**src/rtl/i2crec_pkg.sv**
```systemverilog
package i2crec_pkg;

  typedef enum logic [2:0] {
    ST_IDLE    = 3'd0,
    ST_LOW     = 3'd1,
    ST_HIGH    = 3'd2,
    ST_STP_LOW = 3'd3,
    ST_STP_SCL = 3'd4,
    ST_STP_SDA = 3'd5,
    ST_FIN     = 3'd6
  } rec_state_t;

  // Half-period actually used: zero is promoted to one cycle.
  function automatic int unsigned eff_half(input int unsigned hp);
    return (hp == 0) ? 1 : hp;
  endfunction

  // States in which the sequencer pulls SCL low.
  function automatic logic pulls_scl(input rec_state_t s);
    return (s == ST_LOW) || (s == ST_STP_LOW);
  endfunction

  // States in which the sequencer pulls SDA low.
  function automatic logic pulls_sda(input rec_state_t s);
    return (s == ST_STP_LOW) || (s == ST_STP_SCL);
  endfunction

  // Whether the phase timer may advance in a state, given the line levels.
  function automatic logic timer_runs(input rec_state_t s, input logic scl, input logic sda);
    case (s)
      ST_LOW, ST_STP_LOW:  return 1'b1;
      ST_HIGH, ST_STP_SCL: return scl;
      ST_STP_SDA:          return sda;
      default:             return 1'b0;
    endcase
  endfunction

endpackage

```
**src/rtl/i2crec_timer.sv**
```systemverilog
module i2crec_timer #(
  parameter int HALF_W = 12
) (
  input  logic              clk,
  input  logic              rst_n,
  input  logic              clr,
  input  logic              run,
  input  logic [HALF_W-1:0] limit,
  output logic              phase_end
);

  logic [HALF_W-1:0] cnt;

  assign phase_end = run && (cnt == (limit - HALF_W'(1)));

  always_ff @(posedge clk or negedge rst_n) begin
    if (!rst_n) begin
      cnt <= '0;
    end else if (clr || phase_end) begin
      cnt <= '0;
    end else if (run) begin
      cnt <= cnt + HALF_W'(1);
    end
  end


  cnt_in_range_chk: assert property (@(posedge clk) disable iff (!rst_n)
    !clr |-> (cnt < limit));

endmodule

```
**src/rtl/i2crec_pcount.sv**
```systemverilog
module i2crec_pcount #(
  parameter int PULSES = 9
) (
  input  logic clk,
  input  logic rst_n,
  input  logic clr,
  input  logic inc,
  output logic last,
  output logic full
);

  localparam int CNT_W = $clog2(PULSES + 1);

  logic [CNT_W-1:0] cnt;

  assign last = (cnt == CNT_W'(PULSES - 1));
  assign full = (cnt == CNT_W'(PULSES));

  always_ff @(posedge clk or negedge rst_n) begin
    if (!rst_n) begin
      cnt <= '0;
    end else if (clr) begin
      cnt <= '0;
    end else if (inc) begin
      cnt <= cnt + CNT_W'(1);
    end
  end


  pulse_cap_chk: assert property (@(posedge clk) disable iff (!rst_n)
    cnt <= CNT_W'(PULSES));


  no_inc_past_full_chk: assert property (@(posedge clk) disable iff (!rst_n)
    full |-> !inc);

endmodule

```
**src/rtl/i2crec_fsm.sv**
```systemverilog
module i2crec_fsm
  import i2crec_pkg::*;
(
  input  logic clk,
  input  logic rst_n,
  input  logic start_i,
  input  logic eng_en_i,
  input  logic scl_i,
  input  logic sda_i,
  input  logic phase_end,
  input  logic last_pulse,
  input  logic pulses_full,
  output logic scl_oe_o,
  output logic sda_oe_o,
  output logic busy_o,
  output logic done_o,
  output logic idle_o,
  output logic accept_o,
  output logic run_o,
  output logic pulse_inc_o
);

  rec_state_t state, state_nx;

  assign idle_o      = (state == ST_IDLE);
  assign accept_o    = idle_o && start_i && !eng_en_i;
  assign run_o       = timer_runs(state, scl_i, sda_i);
  assign pulse_inc_o = (state == ST_HIGH) && phase_end;
  assign scl_oe_o    = pulls_scl(state);
  assign sda_oe_o    = pulls_sda(state);
  assign busy_o      = !idle_o;
  assign done_o      = (state == ST_FIN);

  always_comb begin
    state_nx = state;
    case (state)
      ST_IDLE:    if (accept_o)  state_nx = ST_LOW;
      ST_LOW:     if (phase_end) state_nx = ST_HIGH;
      ST_HIGH:    if (phase_end) state_nx = last_pulse ? ST_STP_LOW : ST_LOW;
      ST_STP_LOW: if (phase_end) state_nx = ST_STP_SCL;
      ST_STP_SCL: if (phase_end) state_nx = ST_STP_SDA;
      ST_STP_SDA: if (phase_end) state_nx = ST_FIN;
      ST_FIN:                    state_nx = ST_IDLE;
      default:                   state_nx = ST_IDLE;
    endcase
  end

  always_ff @(posedge clk or negedge rst_n) begin
    if (!rst_n) state <= ST_IDLE;
    else        state <= state_nx;
  end


  start_taken_chk: assert property (@(posedge clk) disable iff (!rst_n)
    (idle_o && start_i && !eng_en_i) |=> (busy_o && scl_oe_o));


  engine_block_chk: assert property (@(posedge clk) disable iff (!rst_n)
    (idle_o && start_i && eng_en_i) |=> !busy_o);


  scl_stretch_chk: assert property (@(posedge clk) disable iff (!rst_n)
    (state == ST_HIGH && !scl_i) |=> (state == ST_HIGH));


  sda_only_in_stop_chk: assert property (@(posedge clk) disable iff (!rst_n)
    sda_oe_o |-> pulses_full);


  done_single_chk: assert property (@(posedge clk) disable iff (!rst_n)
    done_o |=> (!busy_o && !done_o));


  busy_hold_chk: assert property (@(posedge clk) disable iff (!rst_n)
    (busy_o && !done_o && start_i) |=> busy_o);

endmodule

```
**src/rtl/i2c_bus_recovery.sv**
```systemverilog
module i2c_bus_recovery
  import i2crec_pkg::*;
#(
  parameter int HALF_W = 12,
  parameter int PULSES = 9
) (
  input  logic              clk,
  input  logic              rst_n,
  input  logic              start_i,
  input  logic              eng_en_i,
  input  logic [HALF_W-1:0] half_per_i,
  input  logic              scl_i,
  input  logic              sda_i,
  output logic              scl_oe_o,
  output logic              sda_oe_o,
  output logic              busy_o,
  output logic              done_o
);

  logic [HALF_W-1:0] hp_q;
  logic idle, accept, run, phase_end, pulse_inc, last_pulse, pulses_full;

  always_ff @(posedge clk or negedge rst_n) begin
    if (!rst_n)      hp_q <= HALF_W'(1);
    else if (accept) hp_q <= HALF_W'(eff_half(32'(half_per_i)));
  end

  i2crec_fsm u_fsm (
    .clk         (clk),
    .rst_n       (rst_n),
    .start_i     (start_i),
    .eng_en_i    (eng_en_i),
    .scl_i       (scl_i),
    .sda_i       (sda_i),
    .phase_end   (phase_end),
    .last_pulse  (last_pulse),
    .pulses_full (pulses_full),
    .scl_oe_o    (scl_oe_o),
    .sda_oe_o    (sda_oe_o),
    .busy_o      (busy_o),
    .done_o      (done_o),
    .idle_o      (idle),
    .accept_o    (accept),
    .run_o       (run),
    .pulse_inc_o (pulse_inc)
  );

  i2crec_timer #(.HALF_W(HALF_W)) u_timer (
    .clk       (clk),
    .rst_n     (rst_n),
    .clr       (idle),
    .run       (run),
    .limit     (hp_q),
    .phase_end (phase_end)
  );

  i2crec_pcount #(.PULSES(PULSES)) u_pcount (
    .clk   (clk),
    .rst_n (rst_n),
    .clr   (idle),
    .inc   (pulse_inc),
    .last  (last_pulse),
    .full  (pulses_full)
  );


  hp_frozen_chk: assert property (@(posedge clk) disable iff (!rst_n)
    (busy_o && !done_o) |=> $stable(hp_q));


  hp_nonzero_chk: assert property (@(posedge clk) disable iff (!rst_n)
    busy_o |-> (hp_q != '0));


  idle_quiet_chk: assert property (@(posedge clk) disable iff (!rst_n)
    !busy_o |-> (!scl_oe_o && !sda_oe_o && !done_o));

endmodule

```
**config.mk**
```make
export PLATFORM = sky130hd
export DESIGN_NAME = i2c_bus_recovery
export DESIGN_NICKNAME = d
export VERILOG_FILES = /design/src/rtl/i2crec_pkg.sv /design/src/rtl/i2crec_timer.sv /design/src/rtl/i2crec_pcount.sv /design/src/rtl/i2crec_fsm.sv /design/src/rtl/i2c_bus_recovery.sv
export SDC_FILE = /design/constraint.sdc
export NUM_CORES = 1
export LEC_CHECK = 0
export ABC_AREA = 1
export BUFFER_PORTS_ARGS = -buffer_cell sky130_fd_sc_hd__buf_2
export CORE_UTILIZATION = 50
export CTS_CLUSTER_DIAMETER = 100
export DETAILED_ROUTE_END_ITERATION = 10
export PLACE_DENSITY = 0.78
export SYNTH_ARGS = -nofsm -noshare
export SYNTH_HDL_FRONTEND = slang
export SYNTH_SLANG_ARGS = --single-unit
```
**constraint.sdc**
```tcl
create_clock -name clk -period 5.7 [get_ports clk]
set_clock_uncertainty 0.2 [all_clocks]
set_input_delay 0.57 -clock clk [delete_from_list [all_inputs] [get_ports clk]]
set_output_delay 0.57 -clock clk [all_outputs]
set_load 0.005 [all_outputs]
```
==> impl_metrics.ini <==
[run_status]
run_status = finished, final reports clean

[route]
wire_per_inst_um = 13.0
route.detailed.drc = 0
via_per_inst = 5.30
firstDrtPassIters = 4
drt_wl_total_um = 5180
drtIter0Drc = 104
num_vias = 2116
ant_nets = 0

[synth]
synth_edf_count = 0
yosysUniqueCellTypes = 35
synth_top_cell_area_share_pct = 32.9
yosys_warnings = 0
synth-main-ff-cell = dfrtp_1
synth.cell_area_sq_um = 2280
synth-seq-area-share_pct = 34.1
synthesis.instances = 325
synthTopCellsByCount = 98 x nand2_1, 39 x inv_1, 30 x dfrtp_1
yosysTopAreaCell = dfrtp_1
syn_nets = 347
postSynth.asyncResetShare_pct = 100
postSynthAreaPerCell_sq_um = 7.01
yosysMostFrequentCell = nand2_1
ys_ff_latch = 31
synth_area_leaders = dfrtp_1 33%, nand2_1 16%, inv_1 6.4%

[clock_tree]
htree_levels = 2
clkTransAtPathRegs_ns = 0.06
cts_max_path_buffers = 2
ctsResizeCount = 0
postCtsHoldBufs = 0
cts_setup_buffers = 0
cts_root_buf = clkbuf_8
cts_sinks = 31
cts_tree = done
clock_latency_ns = 0.28
numCtsBuffers = 5

[sta]
setup_violations = 0
period_needed_ns = 2.94
drv_slew = 0
rsz0062_at_grt = no
finalSetupTns_ns = 0
finalWorstSetupSlack_ns = 2.76
finalCritPeriodShare_pct = 51.6
tightest_slew_ns = 0.981
max_slew_margin_pct = 34.2
timing_hold_violations_final = 0
clock.fmax_mhz = 340

[critical_path]
worst-setup-path-type = flip-flop to flip-flop
reg2reg_slack_ns = 2.76
r2r_start = u_fsm.state[2]$_DFFE_PN0P_
slowest_stage = nor3_2
arrival_ns = 2.92
cp.required_ns = 5.67
rr_endpoint = u_fsm.state[0]$_DFFE_PN0P_
crit_path_max_incr_delay_ns = 0.85
reg2reg_depth = 8
crit_end = u_fsm.state[0]$_DFFE_PN0P_
crit_fanout = 21
startpoint_type = flip-flop
crit_top_cell = nand2_1
cp-end-kind = flip-flop
path_cells = nor2_1 -> nand2_1 -> nor3_2 -> inv_1 -> nand3_1 -> nand2_1 -> nand2_1 -> nand2_1
startpoint = u_fsm.state[2]$_DFFE_PN0P_

[final_layout]
regArea_sq_um = 777
finalCoreUtilization_pct = 57.1
drive_gt1_share_pct = 17.3
fin_nets = 368
stdcell_count = 399
synthToLayoutAreaGrowth_pct = 9.06
n_antenna_cell = 0
multi_input_area_sq_um = 1290
fillers = 420

[global_route]
grt_pass1_wl_um = 9070
gr-usage-met3_pct = 5.96
grt-busiest-layer = met2
grt_util_met2_pct = 39.1
overflow = 0
grt_usage_pct = 23.7
grt_max_degree = 32
grtUsageMet1_pct = 29.9
antenna_found_initial = 0
grt_pass1_vias = 2032

[floorplan]
coreArea_sq_um = 4350
floorplan.initialDensity_pct = 52.3
die_w_um = 69.5
die_area_sq_um = 4830
rows = 24
io_pins = 22
die_y_um = 69.5

[worst_hold_path]
worst_hold_path_type = primary input to asynchronous set/reset pin

[run]
cap_viol_max_count = 0

[place]
place_congestion = 0.900
hpwl_um = 4130
dp_slack_ns = 2.80
numPortBuffers = 21
dp_cells = 391

[power_and_ir_drop]
peakVddDrop_mv = 0.308
powerDensity_nw_per_um2 = 465
leakagePower_nw = 1.29
p_total_mw = 1.16
## sequential cells by signal (all words and copies together), names as in the netlist
register	flops
hp_q	12
u_fsm.state	3
u_pcount.cnt	4
u_timer.cnt	12
## cell usage in the layout (no fill, tap or decap), drive strengths merged
| cell type | instances |
|---|---|
| a21oi | 5 |
| a31oi | 1 |
| and3 | 1 |
| buf | 21 |
| clkbuf | 7 |
| clkinv | 1 |
| dfrtp | 30 |
| dfstp | 1 |
| ha | 4 |
| inv | 43 |
| nand2 | 107 |
| nand3 | 31 |
| nand3b | 3 |
| nand4 | 12 |
| nor2 | 37 |
| nor3 | 5 |
| nor3b | 1 |
| nor4 | 3 |
| o211ai | 1 |
| o21ai | 18 |
| or2 | 1 |
| xnor2 | 1 |
| xor2 | 13 |
## layer usage
metal | vias up | wire length, um
li1 | 1083 | -
met4 | 0 | 104
met1 | 977 | 2300
met2 | 47 | 2510
met3 | 9 | 264
met5 | - | 0
## how the worst min path moves through the flow
stage | from | endpoint | slack (ns)
5_1_grt | rst_n | u_fsm.state[1]$_DFFE_PN0P_ | 0.19
3_5_place_dp | hp_q[0]$_DFFE_PN1P_ | hp_q[0]$_DFFE_PN1P_ | 0.31
3_3_place_gp | hp_q[0]$_DFFE_PN1P_ | hp_q[0]$_DFFE_PN1P_ | 0.29
6_report | rst_n | u_fsm.state[1]$_DFFE_PN0P_ | 0.13
2_1_floorplan | rst_n | hp_q[10]$_DFFE_PN0P_ | 0.07
4_1_cts | rst_n | u_fsm.state[1]$_DFFE_PN0P_ | 0.15
## logic make-up after synthesis
family / Yosys count / synth area share (%)
DFF: 31 / 34.1
adders and majority gates: 4 / 2.20
buffers and inverters: 50 / 9.06
and+or+nand+nor: 201 / 43.3
AOI/OAI and AO/OA: 25 / 5.99
xor gates and xnor gates: 14 / 5.38
## stage by stage
step | cell area [sq um] | hold slack [ns]
5_1_grt | 2480 | 0.189
6_report | 2480 | 0.129
3_3_place_gp | 2400 | 0.295
4_1_cts | 2480 | 0.150
2_1_floorplan | 2280 | 0.0744
3_5_place_dp | 2400 | 0.306
## critical path: cells and delay by family (launching register included)
kind / cells / cell delay (ns)
AND/OR/NAND/NOR: 7 / 1.91
buffers and inverters: 1 / 0.24
flip-flops: 1 / 0.48
## cell type report
type / instances / share of cell area (%)
clock buffers: 7 / 3.07
clock inverters: 1 / 0.201
inverters: 43 / 6.50
multi-input cells: 244 / 52.1
flip-flops and latches: 31 / 31.3
well taps: 52 / 2.62
repair buffers: 21 / 4.23
## power by group
part | internal (mW) | total, mW | leakage [nW] | switching (mW)
Sequential | 0.279 | 0.360 | 0.407 | 0.0813
Combinational | 0.203 | 0.632 | 0.843 | 0.429
Clock | 0.0855 | 0.164 | 0.0422 | 0.0783
No activity file was read; power rests on OpenSTA's default activity.
